===== src/rtl/spi_bm_pkg.sv =====
package spi_bm_pkg;

  localparam int PRESC_W = 3;
  localparam int DIV_W   = (1 << PRESC_W) - 2;
  localparam logic [PRESC_W-1:0] PRESC_STOP = '1;

  localparam logic [5:0] OFF_STAT = 6'h00;
  localparam logic [5:0] OFF_CFG  = 6'h10;
  localparam logic [5:0] OFF_CTL  = 6'h14;
  localparam logic [5:0] OFF_DATA = 6'h20;
  localparam logic [7:0] ARB_ADDR = 8'hF0;

  typedef struct packed {
    logic               msb_first;
    logic               idle_low;
    logic               rx_fall;
    logic               tx_fall;
    logic [PRESC_W-1:0] presc;
  } cfg_t;

  localparam cfg_t CFG_RESET = '{1'b1, 1'b1, 1'b0, 1'b1, 3'd3};

  function automatic cfg_t cfg_unpack(input logic [31:0] w);
    cfg_t c;
    c.msb_first = w[8];
    c.idle_low  = w[6];
    c.rx_fall   = w[5];
    c.tx_fall   = w[4];
    c.presc     = w[PRESC_W-1:0];
    return c;
  endfunction

  function automatic logic [31:0] cfg_pack(input cfg_t c);
    logic [31:0] w;
    w = 32'h0;
    w[8] = c.msb_first;
    w[6] = c.idle_low;
    w[5] = c.rx_fall;
    w[4] = c.tx_fall;
    w[PRESC_W-1:0] = c.presc;
    return w;
  endfunction

  // last count value of one half clock period: 2^p - 1 system cycles
  function automatic logic [DIV_W-1:0] half_last(input logic [PRESC_W-1:0] p);
    int unsigned h;
    h = (32'd1 << p) - 32'd1;
    return h[DIV_W-1:0];
  endfunction

  // serial clock level for a given half-period phase
  function automatic logic sck_level(input logic idle_low, input logic phase);
    return (~idle_low) ^ phase;
  endfunction

endpackage


===== src/rtl/spi_bm_regs.sv =====
module spi_bm_regs
  import spi_bm_pkg::*;
#(
  parameter int NUM_CS = 2,
  parameter int ADDR_W = 8,
  parameter int DATA_W = 8
) (
  input  logic              clk,
  input  logic              rst_n,
  input  logic [ADDR_W-1:0] reg_addr,
  input  logic              reg_wr,
  input  logic [31:0]       reg_wdata,
  output logic [31:0]       reg_rdata,
  input  logic              busy,
  input  logic              done,
  input  logic [DATA_W-1:0] rx_byte,
  output logic              cmd_start,
  output logic [DATA_W-1:0] tx_byte,
  output cfg_t              cur_cfg,
  output logic              cur_hiz,
  output logic [NUM_CS-1:0] cs_act,
  output logic [NUM_CS-1:0] cs_pol
);

  localparam int SEL_W  = (NUM_CS > 1) ? $clog2(NUM_CS) : 1;
  localparam int BANK_W = ADDR_W - 6;

  logic [BANK_W-1:0] bank;
  logic [5:0]        off;
  logic              bank_ok;
  logic [SEL_W-1:0]  bsel;
  logic [SEL_W-1:0]  sel_q;
  logic              rd_q;
  logic              arb_en_q;
  logic [NUM_CS-1:0] pol_q;
  logic              capture;

  cfg_t              cfg_q  [NUM_CS];
  logic              en_q   [NUM_CS];
  logic              hiz_q  [NUM_CS];
  logic [DATA_W-1:0] data_q [NUM_CS];

  assign bank    = reg_addr[ADDR_W-1:6];
  assign off     = reg_addr[5:0];
  assign bank_ok = (int'(bank) < NUM_CS) && (reg_addr != ARB_ADDR);
  assign bsel    = bank[SEL_W-1:0];

  assign cmd_start = reg_wr && bank_ok && (off == OFF_CTL) &&
                     (reg_wdata[2] || reg_wdata[1]) && !busy;
  assign capture   = done && rd_q;

  always_ff @(posedge clk or negedge rst_n) begin
    if (!rst_n) begin
      sel_q <= '0;
      rd_q  <= 1'b0;
    end else if (cmd_start) begin
      sel_q <= bsel;
      rd_q  <= !reg_wdata[2];
    end
  end

  always_ff @(posedge clk or negedge rst_n) begin
    if (!rst_n) begin
      arb_en_q <= 1'b0;
      pol_q    <= '0;
    end else if (reg_wr && reg_addr == ARB_ADDR) begin
      arb_en_q <= reg_wdata[31];
      pol_q    <= reg_wdata[NUM_CS-1:0];
    end
  end

  for (genvar k = 0; k < NUM_CS; k++) begin : g_bank
    logic wr_here;
    assign wr_here = reg_wr && bank_ok && (bsel == SEL_W'(k));

    always_ff @(posedge clk or negedge rst_n) begin
      if (!rst_n) begin
        cfg_q[k] <= CFG_RESET;
        en_q[k]  <= 1'b1;
        hiz_q[k] <= 1'b1;
      end else if (wr_here && off == OFF_CFG) begin
        cfg_q[k] <= cfg_unpack(reg_wdata);
      end else if (wr_here && off == OFF_CTL) begin
        en_q[k]  <= reg_wdata[0];
        hiz_q[k] <= reg_wdata[3];
      end
    end

    always_ff @(posedge clk or negedge rst_n) begin
      if (!rst_n) begin
        data_q[k] <= '0;
      end else if (capture && sel_q == SEL_W'(k)) begin
        data_q[k] <= rx_byte;
      end else if (wr_here && off == OFF_DATA) begin
        data_q[k] <= reg_wdata[DATA_W-1:0];
      end
    end

    assign cs_act[k] = !en_q[k];
  end

  assign cs_pol  = pol_q;
  assign tx_byte = data_q[bsel];
  assign cur_cfg = cfg_q[sel_q];
  assign cur_hiz = hiz_q[sel_q];

  always_comb begin
    reg_rdata = 32'h0;
    if (reg_addr == ARB_ADDR) begin
      reg_rdata[31]         = arb_en_q;
      reg_rdata[NUM_CS-1:0] = pol_q;
    end else if (bank_ok) begin
      case (off)
        OFF_STAT: reg_rdata[0] = busy;
        OFF_CFG:  reg_rdata = cfg_pack(cfg_q[bsel]);
        OFF_CTL:  reg_rdata = {28'h0, hiz_q[bsel], 2'b00, en_q[bsel]};
        OFF_DATA: reg_rdata[DATA_W-1:0] = data_q[bsel];
        default:  reg_rdata = 32'h0;
      endcase
    end
  end

endmodule


===== src/rtl/spi_bm_clkgen.sv =====
module spi_bm_clkgen
  import spi_bm_pkg::*;
(
  input  logic               clk,
  input  logic               rst_n,
  input  logic               run,
  input  logic [PRESC_W-1:0] presc,
  output logic               tick
);

  logic [DIV_W-1:0] cnt_q;
  logic             stopped;
  logic             at_end;

  assign stopped = (presc == PRESC_STOP);
  assign at_end  = (cnt_q >= half_last(presc));
  assign tick    = run && !stopped && at_end;

  always_ff @(posedge clk or negedge rst_n) begin
    if (!rst_n)                cnt_q <= '0;
    else if (!run || stopped)  cnt_q <= '0;
    else if (at_end)           cnt_q <= '0;
    else                       cnt_q <= cnt_q + 1'b1;
  end

endmodule


===== src/rtl/spi_bm_shifter.sv =====
module spi_bm_shifter
  import spi_bm_pkg::*;
#(
  parameter int DATA_W = 8
) (
  input  logic              clk,
  input  logic              rst_n,
  input  logic              start,
  input  logic [DATA_W-1:0] tx_byte,
  input  cfg_t              cfg,
  input  logic              tick,
  input  logic              miso,
  output logic              busy,
  output logic              done,
  output logic              sample_evt,
  output logic              launch_evt,
  output logic [DATA_W-1:0] rx_byte,
  output logic              sck,
  output logic              mosi
);

  localparam int EDGES  = 2 * DATA_W;
  localparam int EDGE_W = $clog2(EDGES);

  logic              busy_q;
  logic              phase_q;
  logic              sampled_q;
  logic [EDGE_W-1:0] edge_q;
  logic [DATA_W-1:0] tx_q;
  logic [DATA_W-1:0] rx_q;
  logic [DATA_W-1:0] rx_next;
  logic              next_lvl;

  assign next_lvl   = sck_level(cfg.idle_low, !phase_q);
  assign sample_evt = tick && (cfg.rx_fall ? !next_lvl : next_lvl);
  assign launch_evt = tick && (cfg.tx_fall ? !next_lvl : next_lvl);
  assign done       = tick && (edge_q == EDGE_W'(EDGES - 1));

  always_comb begin
    rx_next = rx_q;
    if (sample_evt) begin
      if (cfg.msb_first) rx_next = {rx_q[DATA_W-2:0], miso};
      else               rx_next = {miso, rx_q[DATA_W-1:1]};
    end
  end

  always_ff @(posedge clk or negedge rst_n) begin
    if (!rst_n) begin
      busy_q    <= 1'b0;
      phase_q   <= 1'b0;
      sampled_q <= 1'b0;
      edge_q    <= '0;
      tx_q      <= '0;
      rx_q      <= '0;
    end else if (start && !busy_q) begin
      busy_q    <= 1'b1;
      phase_q   <= 1'b0;
      sampled_q <= 1'b0;
      edge_q    <= '0;
      tx_q      <= tx_byte;
      rx_q      <= '0;
    end else if (tick) begin
      phase_q <= !phase_q;
      edge_q  <= edge_q + 1'b1;
      rx_q    <= rx_next;
      if (sample_evt) sampled_q <= 1'b1;
      // the first launch edge before any sample keeps the preloaded bit
      if (launch_evt && sampled_q) begin
        if (cfg.msb_first) tx_q <= {tx_q[DATA_W-2:0], 1'b0};
        else               tx_q <= {1'b0, tx_q[DATA_W-1:1]};
      end
      if (done) busy_q <= 1'b0;
    end
  end

  assign busy    = busy_q;
  assign rx_byte = rx_next;
  assign sck     = sck_level(cfg.idle_low, phase_q);
  assign mosi    = cfg.msb_first ? tx_q[DATA_W-1] : tx_q[0];

endmodule


===== src/rtl/spi_byte_master.sv =====
module spi_byte_master
  import spi_bm_pkg::*;
#(
  parameter int NUM_CS = 2,
  parameter int ADDR_W = 8,
  parameter int DATA_W = 8
) (
  input  logic              clk,
  input  logic              rst_n,
  input  logic [ADDR_W-1:0] reg_addr,
  input  logic              reg_wr,
  input  logic [31:0]       reg_wdata,
  output logic [31:0]       reg_rdata,
  output logic              spi_sck,
  output logic              spi_mosi,
  output logic              spi_mosi_oe,
  input  logic              spi_miso,
  output logic [NUM_CS-1:0] spi_cs
);

  logic              busy_w;
  logic              cmd_start;
  logic              cmd_done;
  logic              tick;
  logic              sample_evt;
  logic              launch_evt;
  logic [DATA_W-1:0] tx_byte;
  logic [DATA_W-1:0] rx_byte;
  cfg_t              cur_cfg;
  logic              cur_hiz;
  logic [NUM_CS-1:0] cs_act;
  logic [NUM_CS-1:0] cs_pol;

  spi_bm_regs #(.NUM_CS(NUM_CS), .ADDR_W(ADDR_W), .DATA_W(DATA_W)) i_regs (
    .clk       (clk),
    .rst_n     (rst_n),
    .reg_addr  (reg_addr),
    .reg_wr    (reg_wr),
    .reg_wdata (reg_wdata),
    .reg_rdata (reg_rdata),
    .busy      (busy_w),
    .done      (cmd_done),
    .rx_byte   (rx_byte),
    .cmd_start (cmd_start),
    .tx_byte   (tx_byte),
    .cur_cfg   (cur_cfg),
    .cur_hiz   (cur_hiz),
    .cs_act    (cs_act),
    .cs_pol    (cs_pol)
  );

  spi_bm_clkgen i_clkgen (
    .clk   (clk),
    .rst_n (rst_n),
    .run   (busy_w),
    .presc (cur_cfg.presc),
    .tick  (tick)
  );

  spi_bm_shifter #(.DATA_W(DATA_W)) i_shift (
    .clk        (clk),
    .rst_n      (rst_n),
    .start      (cmd_start),
    .tx_byte    (tx_byte),
    .cfg        (cur_cfg),
    .tick       (tick),
    .miso       (spi_miso),
    .busy       (busy_w),
    .done       (cmd_done),
    .sample_evt (sample_evt),
    .launch_evt (launch_evt),
    .rx_byte    (rx_byte),
    .sck        (spi_sck),
    .mosi       (spi_mosi)
  );

  for (genvar k = 0; k < NUM_CS; k++) begin : g_cs
    assign spi_cs[k] = cs_act[k] ? cs_pol[k] : !cs_pol[k];
  end

  assign spi_mosi_oe = !cur_hiz;

endmodule


===== config.mk =====
export PLATFORM = sky130hd
export DESIGN_NAME = spi_byte_master
export DESIGN_NICKNAME = d
export VERILOG_FILES = /design/src/rtl/spi_bm_pkg.sv /design/src/rtl/spi_bm_regs.sv /design/src/rtl/spi_bm_clkgen.sv /design/src/rtl/spi_bm_shifter.sv /design/src/rtl/spi_byte_master.sv
export SDC_FILE = /design/constraint.sdc
export NUM_CORES = 1
export LEC_CHECK = 0
export ABC_AREA = 1
export ABC_CLOCK_PERIOD_IN_PS = 8000
export BUFFER_PORTS_ARGS = -buffer_cell sky130_fd_sc_hd__buf_2
export CORE_MARGIN = 2
export CORE_UTILIZATION = 45
export DETAILED_ROUTE_END_ITERATION = 10
export MAX_ROUTING_LAYER = met4
export PLACE_DENSITY = 0.77
export SYNTH_ARGS = -nofsm -noshare
export SYNTH_HDL_FRONTEND = slang
export SYNTH_SLANG_ARGS = --single-unit
export TNS_END_PERCENT = 30

===== constraint.sdc =====
create_clock -name clk -period 8 [get_ports clk]
set_clock_uncertainty 0.15 [all_clocks]
set_input_delay 0.4 -clock clk [delete_from_list [all_inputs] [get_ports clk]]
set_output_delay 0.4 -clock clk [all_outputs]
set_load 0.01 [all_outputs]

After elaboration in Yosys (flattened, before gate mapping)
Index checks and enable logic that the tools add are counted.

storage, ports and cells
  bits in registers = 68
  input port bits = 44
  output and inout bits = 37
  word-level logic and storage cells = 151

operators by class
  $add $sub $neg = 3
  magnitude comparators = 4
  equal/unequal tests = 7
  shifts and indexed selects = 1
  multiplexer cells = 54
  bitwise logic cells = 9
  reduce and logical (&&, ||, !) cells = 46

operators with widths
  cell                                              count
  two-way mux 8 bit                                 15
  two-way mux 7 bit                                 6
  two-way mux 29 bit                                1
  logical AND 1 bit                                 24
  two-way mux 1 bit                                 24
  case mux 7 bit (3 select lines)                   1
  == test 6 x 5 -> 1 bit, second input constant     2
  two-way mux 6 bit                                 2
  nonzero test 2 bit                                6
  AND reduction 2 bit                               5
  two-way mux 9 bit                                 1
  == test 8 bit, second input constant              1
  zero test 1 bit                                   8
  two-way mux 4 bit                                 2
  inequality test 8 bit, second input constant      1
  adder 6 x 1 -> 6 bit, second input constant       1
  == test 6 bit, second input constant              1
  >= comparator 6 bit                               1
  zero test 6 bit                                   1
  << shifter 1 x 3 -> 6 bit, first input constant   1
  subtractor 6 x 1 -> 6 bit, second input constant  1
  inverter 1 bit                                    5
  adder 4 x 1 -> 4 bit, second input constant       1
  == test 4 bit, second input constant              1
  other kinds (8)                                   12

Logic depth before layout (Yosys ltp)
Gate-level depths: netlist of the first run.

  depth in word-level cells = 13
  mapped depth = 20

Hierarchy
Synthesis of the first run repeated with hierarchy kept, for this count alone.

unflattened totals
  cells, all modules = 644
  area total of the unflattened synthesis = 4508.1 µm²

by module, submodules not included
  module           instances  cells an instance  area an instance (µm²)  seq. area each (µm²)
  spi_bm_regs      1          367                2532.4                  993.5
  spi_bm_shifter   1          199                1413.9                  575.6
  spi_bm_clkgen    1          67                 520.5                   150.1
  spi_byte_master  1          11                 41.3                    0.0

Worst setup path after synthesis of the first run
OpenSTA, ideal clock, no wires.

  path kind = register to register
  start point = reg i_regs.cfg_q[8] in the netlist's numbering
  end point = reg i_regs.data_q[9] in the netlist's numbering
  arrival = 2.522 ns
  data required time = 7.733 ns
  setup slack = 5.211 ns
  stages on the path, launching flop included = 19
  path buffers = 1
  clock period less this slack = 2.789 ns
  path through = dfstp_2 > inv_1 > o21ai_0 > inv_1 > nand4_1 > ha_1 > xnor2_1 > ha_1 > nand2_1 > nor2_1 > a21oi_1 > nor2_4 > buf_12 > nand2_4 > nand2_1 > nand2_1 > nand2_1 > nand2_1 > nand2_1

on the way
  cells in the longest elaborated chain, start to end = 11
  elaborated cells on any way between the ends = 17

ends and longest elaborated chain
  what                                                                 RTL line                                  RTL
  start, declared                                                      spi_bm_regs.sv:38                         cfg_t cfg_q [NUM_CS];
  start signal, assigned by index                                      spi_bm_regs.sv:82                         cfg_q[k] <= cfg_unpack(reg_wdata);
  two-way mux 7 bit (not written as such) (*) (3 in a row)             spi_bm_regs.sv:104                        assign cur_cfg = cfg_q[sel_q];
  << shifter 1 x 3 -> 6 bit / == test 3 bit (equally long branches)    spi_bm_pkg.sv:47, spi_bm_clkgen.sv:15
  subtractor 6 x 1 -> 6 bit / zero test 1 bit (equally long branches)  spi_bm_pkg.sv:47, spi_bm_clkgen.sv:17
  >= comparator 6 bit / logical AND 1 bit (equally long branches)      spi_bm_clkgen.sv:16, spi_bm_clkgen.sv:17
  logical AND 1 bit (*)                                                spi_bm_clkgen.sv:17                       assign tick = run && !stopped && at_end;
  logical AND 1 bit                                                    spi_bm_shifter.sv:37                      assign done = tick && (edge_q == EDGE_W'(EDGES - 1));
  logical AND 1 bit                                                    spi_bm_regs.sv:50                         assign capture = done && rd_q;
  logical AND 1 bit                                                    spi_bm_regs.sv:92                         end else if (capture && sel_q == SEL_W'(k)) begin
  two-way mux 8 bit / nonzero test 2 bit (equally long branches)       --
  end signal, assigned by index                                        spi_bm_regs.sv:93                         data_q[k] <= rx_byte;
  end signal, assigned by index                                        spi_bm_regs.sv:95                         data_q[k] <= reg_wdata[DATA_W-1:0];
  end, declared                                                        spi_bm_regs.sv:41                         logic [DATA_W-1:0] data_q [NUM_CS];

Mark *: on every way between the ends. The rest lies on a longest branch, timed or not. The select of a mux whose other input is x is not followed.
A chain may end at the register's enable or synchronous reset.

Final worst setup path of the first run
  start point = reg i_regs.sel_q
  end point = reg i_regs.data_q[4] in the netlist's numbering

on the way
  cells in the longest elaborated chain, start to end = 12
  elaborated cells on any way between the ends = 23

ends and longest elaborated chain
  what                                                                 RTL line                                  RTL
  start, declared                                                      spi_bm_regs.sv:32                         logic [SEL_W-1:0] sel_q;
  start signal, assigned                                               spi_bm_regs.sv:57                         sel_q <= bsel;
  inverter 1 -> 2 bit (not written as such)                            spi_bm_regs.sv:104
  two-way mux 7 bit (not written as such) (3 in a row)                 spi_bm_regs.sv:104
  << shifter 1 x 3 -> 6 bit / == test 3 bit (equally long branches)    spi_bm_pkg.sv:47, spi_bm_clkgen.sv:15
  subtractor 6 x 1 -> 6 bit / zero test 1 bit (equally long branches)  spi_bm_pkg.sv:47, spi_bm_clkgen.sv:17
  >= comparator 6 bit / logical AND 1 bit (equally long branches)      spi_bm_clkgen.sv:16, spi_bm_clkgen.sv:17
  logical AND 1 bit                                                    spi_bm_clkgen.sv:17
  logical AND 1 bit                                                    spi_bm_shifter.sv:37
  logical AND 1 bit                                                    spi_bm_regs.sv:50
  logical AND 1 bit                                                    spi_bm_regs.sv:92
  two-way mux 8 bit / nonzero test 2 bit (equally long branches)       --

Parallel ways exist; a longest one is shown, timed or not. The select of a mux whose other input is x is not followed.

==> impl_metrics.json, run 1 <==
{
  "arrival_ps": 3920,
  "area_delta_synth_final_pct": 7.30,
  "synthTopCellsByArea": "dfrtp_1 31%, nand2_1 17%, dfstp_2 8.5%",
  "place_area_um2": 4470,
  "postRouteAntennaNets": 0,
  "ctsHoldBuffers": 0,
  "holdWs_ps": 97.1,
  "drt_first_pass_iters": 5,
  "grt_max_degree": 69,
  "synth_ff_type": "dfrtp_1",
  "finalSetupViolCount": 0,
  "viasPerCell": 5.10,
  "cts-root-buf": "clkbuf_8",
  "start_kind": "register",
  "p_leak_nw": 2.37,
  "ys_seq_area_share_pct": 39.6,
  "htreeDepth": 3,
  "pre_cts_slack_ps": 4200,
  "die_y_um": 102,
  "grt_pass1_vias": 3647,
  "fin_crit_ps": 3840,
  "synth.avg_cell_area_um2": 7.21,
  "clk_path_buf_depth": 2,
  "gr-usage-all-layers_pct": 21.7,
  "die_width_um": 102,
  "synth_top_area_cell": "dfrtp_1",
  "timing.rr.start": "i_regs.sel_q",
  "dp.cells": 749,
  "row_count": 35,
  "crit_path_end_kind": "register",
  "synth.top_cell.area_share_pct": 31.2,
  "maxSlewViolCount": 0,
  "cap_violations": 0,
  "start_util_pct": 46.7,
  "synth-edff-count": 0,
  "rr_worst_depth": 13,
  "status": "completed",
  "fin_cells": 765,
  "core_um2": 9280,
  "antenna_cells": 0,
  "place_congestion": 0.896,
  "fill_cells": 946,
  "hold_violations": 0,
  "hold_path.class": "in -> async",
  "power_mw": 1.09,
  "crit_fanout": 21,
  "routed_wirelength_um": 10200,
  "syn_inst": 602,
  "ys_ff_latch": 68,
  "power.density_nw_per_um2": 235,
  "numCtsBuffers": 9,
  "clkSlewWorstSetupHoldPaths_ps": 70,
  "num_vias": 3903,
  "die_area_um2": 10400,
  "netlist-cell-type-count": 43,
  "vdd_drop_max_uv": 126,
  "clkLatencyLatePin_ps": 340,
  "rsz0062_at_grt": "no",
  "cts_resized": 0,
  "cp-startpoint": "i_regs.sel_q",
  "synth_commonest_cells": "198 x nand2_1, 60 x inv_1, 55 x nand3_1",
  "netlist_area_um2": 4340,
  "io_pins": 81,
  "fmax_mhz": 260,
  "crit_type": "reg -> reg",
  "antenna_found_initial": 0,
  "fin_area_um2": 4650,
  "drive_gt1_share_pct": 12.6,
  "grt_pass1_wl_um": 17100,
  "finalSetupTns_ps": 0,
  "cts_setup_buffers": 0,
  "drtIter0Drc": 333,
  "cts_tree": "built",
  "dp_hpwl_um": 7430,
  "slew_headroom_pct": 42.0,
  "grt-ovfl-total": 0,
  "synth_most_common_cell": "nand2_1",
  "synthArstFlopShare_pct": 100,
  "utilization_pct": 50.1,
  "r2r_slack_ps": 4160,
  "routedWlPerCell_um": 13.4,
  "worst_slack_ps": 4160,
  "finalCritPeriodShare_pct": 48.1,
  "tightest_slew_ps": 871,
  "ys_warn_count": 0,
  "cts_sinks": 68,
  "drc": 0,
  "finalNetCount": 684,
  "port_buffers": 36,
  "worst_ep_required_time_ps": 8070
}
-- path summary, 6_finish.rpt --
path | end
setup / recovery | i_regs.data_q[4]
hold / removal | i_shift.rx_q[6]
setup reg to reg | i_regs.data_q[4]
hold reg to reg | i_clkgen.cnt_q[0]
max in group asynchronous | i_shift.tx_q[4]
min in group clk | i_regs.cfg_q[6]
-- sequential cells by signal, summed over array words and instances, names as in the netlist, 2 cells and up --
name            flops
i_shift.edge_q      4
i_regs.en_q         2
i_shift.tx_q        8
i_regs.cfg_q       14
i_shift.rx_q        8
i_clkgen.cnt_q      6
i_regs.cs_pol       2
i_regs.data_q      16
i_regs.hiz_q        2
-- metal layers --
metal / share of wire [%] / vias to the layer above / GRT usage [%] / wire, µm
met2: 49 / 115 / 34.5 / 4980
met5: 0 / - / - / 0
li1: - / 1932 / - / -
met4: 2.1 / 0 / 8.82 / 212
met1: 44 / 1832 / 27.8 / 4510
met3: 5.2 / 24 / 3.56 / 530
-- cells in the final DEF (no fill, tap or decap), drive strengths merged, types with 2 or more instances in the layout --
master,instances
clkinv,3
xor2,5
mux2i,4
clkbuf,14
nand4,6
conb,22
dfstp,14
a21oi,14
nor3,11
nand2,204
nor2,44
dfrtp,54
nand3b,7
xnor2,2
inv,63
ha,9
nand3,56
buf,38
o21ai,56
-- critical path: stages (launching register included) --
cell	delay, ps
dfrtp_1	700
o21ai_0	300
inv_1	150
nand4_1	130
ha_1	220
xnor2_1	140
ha_1	280
nand2_1	50
nor2_1	120
a21oi_1	150
nor2_4	480
nand4_2	560
nand3_1	220
nand3_1	90
-- where the power goes --
part / switching, mW / total (mW) / leakage (nW) / internal [mW]
logic: 0.232 / 0.350 / 1.47 / 0.118
clock network: 0.128 / 0.280 / 0.0947 / 0.153
registers: 0.0492 / 0.463 / 0.805 / 0.413
total: 0.409 / 1.09 / 2.37 / 0.684
-- final cells by class --
type	instances	area [µm²]	share of cell area (%)
clock buffer	14	153	3.28
clock inverter	2	35.0	0.753
inverter	65	249	5.35
multi-input combinational	449	2140	46.0
sequential	68	1720	36.9
tap	129	161	3.47
timing repair buffer	38	195	4.19
-- logic make-up after synthesis --
group,count (synthesis),synth area share [%]
compound gates,77,9.35
xor+xnor,7,1.41
fa+ha+maj,9,2.60
buf+inv,106,12.8
flops,68,39.6
mux,4,0.923
other cells,1,0.0864
simple gates,330,33.2
Power figures use the tool's default switching activity.
==> run 2: changes to the inputs <==
Settings changed: ABC_CLOCK_PERIOD_IN_PS 8000 to 3500, PLACE_DENSITY 0.77 to 0.79.
Clock period 8 ns to 3.5 ns, I/O delays scaled along.
==> run 2 against run 1 <==
Net effect: sequential share of layout area decreased by 1.4 points; largest power group unchanged; highest routed layer unchanged; register-to-register slack lost 3900 ps; count of clock-buffer cells in the layout shrank 4; global-route usage is 0.70 points higher; critical path depth grew 5; final area is 4.0% higher; first-iteration DRC count shrank 3.9%; die area unchanged; flip-flop and latch count unchanged; maximum frequency rose by 19%; worst setup slack lost 3900 ps; combinational power grew to 2.5 times the previous value.
==> impl_metrics.json, run 2 (synthesis gave the netlist of run 1 again) <==
{
  "cp_common_cell": "nand2_1",
  "crit_end": "i_regs.data_q[1]",
  "start_kind": "register",
  "final_common_cell": "nand2_1",
  "clkSlewWorstSetupHoldPaths_ps": 80,
  "crit_fanout": 10,
  "crit_path_end_kind": "register",
  "r2r_end": "i_regs.data_q[1]",
  "worst_slack_ps": 259,
  "slowest_delay_ps": 540,
  "finalNetCount": 700,
  "crit_type": "reg -> reg",
  "hold_violations": 0,
  "numCtsBuffers": 9,
  "postRouteAntennaNets": 0,
  "drive_gt1_share_pct": 14.1,
  "vdd_drop_max_uv": 290,
  "core_um2": 9280,
  "crit_chain": "inv_1 -> o21ai_0 -> inv_1 -> nand4_1 -> ha_1 -> xnor2_1 -> ha_1 -> nand2_1 -> nor2_1 -> a21oi_1 -> nor2_4 -> buf_4 -> nand2_4 -> nand2_1 -> nand2_1 -> nand2_1 -> nand2_1 -> nand2_1",
  "pre_cts_slack_ps": 104,
  "row_count": 35,
  "power_mw": 2.64,
  "tightest_slew_ps": 859,
  "wl_met2_um": 5230,
  "clkLatencyLatePin_ps": 340,
  "reg.largest.list": "i_regs.data_q: 16 flops, i_regs.cfg_q: 14 flops",
  "routed_wirelength_um": 10700,
  "grt-ovfl-total": 0,
  "die_width_um": 102,
  "cp-startpoint": "i_regs.cfg_q[8]",
  "largest-register": "i_regs.data_q",
  "cts_sinks": 68,
  "cts-root-buf": "clkbuf_8",
  "gr-usage-all-layers_pct": 22.4,
  "power.density_nw_per_um2": 546,
  "grt_pass1_vias": 3878,
  "holdWs_ps": 25.4,
  "io_pins": 81,
  "largest_reg_flops": 16,
  "clk_path_buf_depth": 2,
  "finalSetupViolCount": 0,
  "routed.top_layer": "met4",
  "slowest_stage": "dfstp_2",
  "rr_worst_depth": 18,
  "fin_area_um2": 4840,
  "cap_violations": 0,
  "arrival_ps": 3320,
  "maxSlewViolCount": 0,
  "die_y_um": 102,
  "hold_depth": 3,
  "port_buffers": 36,
  "met1Wirelength_um": 4560,
  "place_area_um2": 4500,
  "fin_crit_ps": 3240,
  "viasPerCell": 5.24,
  "drt_first_pass_iters": 7,
  "fin_cells": 781,
  "dp.cells": 754,
  "fmax_mhz": 309,
  "dp_hpwl_um": 7690,
  "drc": 0,
  "r2r_slack_ps": 260,
  "area_delta_synth_final_pct": 11.5,
  "drtIter0Drc": 320,
  "die_area_um2": 10400,
  "p_leak_nw": 2.43,
  "status": "completed",
  "num_vias": 4092,
  "place_congestion": 0.887,
  "antenna_found_initial": 0,
  "start_util_pct": 46.7,
  "finalSetupTns_ps": 0,
  "slew_headroom_pct": 42.3,
  "route.met3.wl_um": 621,
  "finalCritPeriodShare_pct": 92.6,
  "cts_tree": "built",
  "final_cell_mix": "198 x nand2_1, 60 x inv_1, 55 x nand3_1",
  "grt_pass1_wl_um": 17900,
  "worst_ep_required_time_ps": 3580,
  "hold_path.class": "in -> reg",
  "htreeDepth": 3,
  "grt_max_degree": 53,
  "utilization_pct": 52.1,
  "timing.rr.start": "i_regs.cfg_q[8]",
  "routedWlPerCell_um": 13.6,
  "antenna_cells": 0
}
-- run 2: cell type report --
class / instances / area (µm²)
clock buffer: 10 / 128
clock inverter: 6 / 88.8
fill: 888 / 4450
inverter: 65 / 249
multi-input combinational: 449 / 2160
sequential: 68 / 1720
tap: 129 / 161
timing repair buffer: 54 / 333
-- run 2: what timing repair did --
item | 4_1_cts | 5_1_grt
endpoints found under the setup margin | 0 | 24
endpoints found under the hold margin | 24 | 0
hold buffers | 7 | 0
setup buffers | 0 | 4
gates resized for setup | 0 | 2
-- run 2: critical path: cells and delay by family, from the launching register on --
kind,cells,cell delay (ps)
simple gates,10,870
compound gates,2,660
flops,1,540
fa+ha+maj,2,430
buf+inv,3,380
xor+xnor,1,120
-- run 2: metal layers --
layer	global-route usage (%)	up-vias
met5	-	-
met4	8.21	0
met3	3.97	27
met2	36.5	167
met1	28.1	1926
li1	-	1972
-- run 2: where the power goes --
part	total, mW	switching, mW	internal, mW
clock network	0.708	0.306	0.401
registers	1.06	0.113	0.945
logic	0.878	0.562	0.316
total	2.64	0.981	1.66
-- run 2: worst min-delay path by stage --
stage | endpoint | startpoint | slack (ps)
5_1_grt | i_regs.cfg_q[4] | reg_wdata[5] | 30
2_1_floorplan | i_clkgen.cnt_q[0] | rst_n | -270
4_1_cts | i_regs.cfg_q[3] | reg_wdata[4] | 10
3_5_place_dp | i_shift.tx_q[0] | rst_n | -20
3_3_place_gp | i_shift.tx_q[0] | rst_n | -30
6_report | i_regs.cfg_q[3] | reg_wdata[4] | 30
==> run 3: changes to the inputs <==
Settings changed: CORE_UTILIZATION 45 to 50, PLACE_DENSITY 0.79 to 0.78.
==> run 3 against run 2 <==
Net effect: register-to-register slack improved by 60 ps; core utilization up 6.1 points; non-clock buffer count rose by 2; critical path type unchanged; sequential power about the same; via count is 2.7% lower; sequential share of layout area hardly changed; flip-flop and latch count stayed put; wire length shrank 2.8%; maximum frequency increased by 1.9%; clock power up 5.6%; global-route usage grew 1.3 points; worst hold slack worse by 12 ps.
==> impl_metrics.json, run 3 (synthesis gave the netlist of run 1 again) <==
{
  "reg.largest.list": "i_regs.data_q: 16 flops, i_regs.cfg_q: 14 flops",
  "die_area_um2": 9440,
  "grt-ovfl-total": 0,
  "rr_worst_depth": 18,
  "finalSetupTns_ps": 0,
  "grt_pass1_vias": 3840,
  "fill_cells": 773,
  "tightest_slew_ps": 891,
  "clkLatencyLatePin_ps": 350,
  "final_cell_mix": "198 x nand2_1, 60 x inv_1, 55 x nand3_1",
  "drc": 0,
  "holdWs_ps": 13.9,
  "postRouteAntennaNets": 0,
  "crit_fanout": 9,
  "largest-register": "i_regs.data_q",
  "r2r_end": "i_regs.data_q[14]",
  "hold_path.class": "in -> reg",
  "hold_start": "reg_wdata[5]",
  "seqPwrFrac_pct": 39.3,
  "cap_violations": 0,
  "dp_hpwl_um": 7410,
  "die_width_um": 97.1,
  "numCtsBuffers": 9,
  "start_util_pct": 52.3,
  "cts_sinks": 68,
  "clk_path_buf_depth": 2,
  "switching_share_pct": 36.2,
  "arrival_ps": 3260,
  "hold_depth": 3,
  "htreeDepth": 3,
  "hold_violations": 0,
  "min_to": "i_regs.cfg_q[11]",
  "p_clk_share_pct": 27.9,
  "viasPerCell": 5.25,
  "timing.rr.start": "i_regs.sel_q",
  "place_area_um2": 4480,
  "gr-usage-all-layers_pct": 23.7,
  "die_y_um": 97.1,
  "core_um2": 8300,
  "routed_wirelength_um": 10400,
  "status": "completed",
  "place_congestion": 0.911,
  "p_leak_nw": 2.45,
  "rsz0062_at_grt": "no",
  "dp.cells": 731,
  "area_delta_synth_final_pct": 11.5,
  "crit_type": "reg -> reg",
  "antenna_cells": 0,
  "cts-root-buf": "clkbuf_8",
  "port_buffers": 36,
  "num_vias": 3981,
  "p_switching_mw": 0.970,
  "io_pins": 81,
  "cts_tree": "built",
  "slew_headroom_pct": 40.1,
  "fin_crit_ps": 3180,
  "finalCritPeriodShare_pct": 90.8,
  "internal_power_mw": 1.71,
  "maxSlewViolCount": 0,
  "vdd_drop_max_uv": 407,
  "drt_first_pass_iters": 6,
  "drive_gt1_share_pct": 14.4,
  "finalNetCount": 702,
  "finalSetupViolCount": 0,
  "grt_pass1_wl_um": 17700,
  "start_kind": "register",
  "fmax_mhz": 315,
  "clkSlewWorstSetupHoldPaths_ps": 70,
  "r2r_slack_ps": 320,
  "power.density_nw_per_um2": 554,
  "combPwrFrac_pct": 32.7,
  "largest_reg_flops": 16,
  "routedWlPerCell_um": 13.6,
  "row_count": 33,
  "worst_ep_required_time_ps": 3580,
  "fin_area_um2": 4830,
  "antenna_found_initial": 0,
  "crit_path_end_kind": "register",
  "grt_max_degree": 38,
  "final_common_cell": "nand2_1",
  "fin_cells": 759,
  "drtIter0Drc": 276
}
-- run 3: cell count changes in the layout (fill, tap and decap cells not counted), sizes merged --
cell / delta
clkinvlp: -1
buf: +2
clkbuf: +2
clkinv: -1
-- run 3: how the worst max path moves through the flow --
| stage | slack, ps | from | cells past startpoint | to |
|---|---|---|---|---|
| 2_1_floorplan | 710 | i_regs.cfg_q[8] | 18 | i_regs.data_q[9] |
| 3_3_place_gp | 150 | i_regs.cfg_q[8] | 14 | i_regs.data_q[5] |
| 3_5_place_dp | 40 | i_regs.cfg_q[8] | 14 | i_regs.data_q[13] |
| 4_1_cts | 40 | i_regs.cfg_q[8] | 14 | i_regs.data_q[13] |
| 5_1_grt | 60 | i_regs.cfg_q[8] | 17 | i_regs.data_q[6] |
| 6_report | 320 | i_regs.sel_q | 18 | i_regs.data_q[14] |
-- run 3: through the flow --
step | setup WS, ps | util (%) | power (mW)
2_1_floorplan | 711 | - | 1.72
3_3_place_gp | 151 | 54.0 | 1.84
3_5_place_dp | 37.7 | 54.0 | 1.88
4_1_cts | 40.3 | 57.6 | 2.64
5_1_grt | 56.0 | 58.3 | 2.85
6_report | 321 | 58.3 | 2.68
-- run 3: metal layers --
metal	track usage (%)	share of wire [%]
met2	37.1	47
met4	9.86	2.4
met3	5.04	6.2
met5	-	0
met1	30.0	44
-- run 3: cell type report --
type,instances,area [µm²],area share [%]
repair buffers,56,348,7.19
flip-flops and latches,68,1720,35.6
clock inverters,4,72.6,1.50
inverters,65,249,5.15
clock buffers,12,155,3.21
well taps,105,131,2.72
multi-input cells,449,2160,44.7
-- run 3: power groups by stage --
stage	Combinational [mW]	Sequential [mW]	Clock, mW
floorplan	0.687	1.03	0
global placement	0.784	1.06	0
detailed placement	0.815	1.06	0
CTS	0.827	1.05	0.760
global route	0.988	1.07	0.793
finish	0.876	1.05	0.748
-- run 3: critical path: stages, from the launching register on --
cell      delay (ps)
dfrtp_1          460
buf_4            220
inv_2            120
nand2_2           70
nand2_2           90
nand3_1           90
ha_1             210
xnor2_1          150
ha_1             250
nand2_1           70
nor2_1            50
a21oi_1          330
nor2_4            80
buf_4            190
buf_4            160
nand3b_1         100
nand2_1          100
nand2_1           80
nand3_1           70
-- run 3: timing repair --
item                                    in CTS  in global routing
setup buffers                                0                  5
endpoints found under the setup margin       0                 24
endpoints found under the hold margin       31                  0
resized for setup                            0                  2
hold buffers                                 7                  0
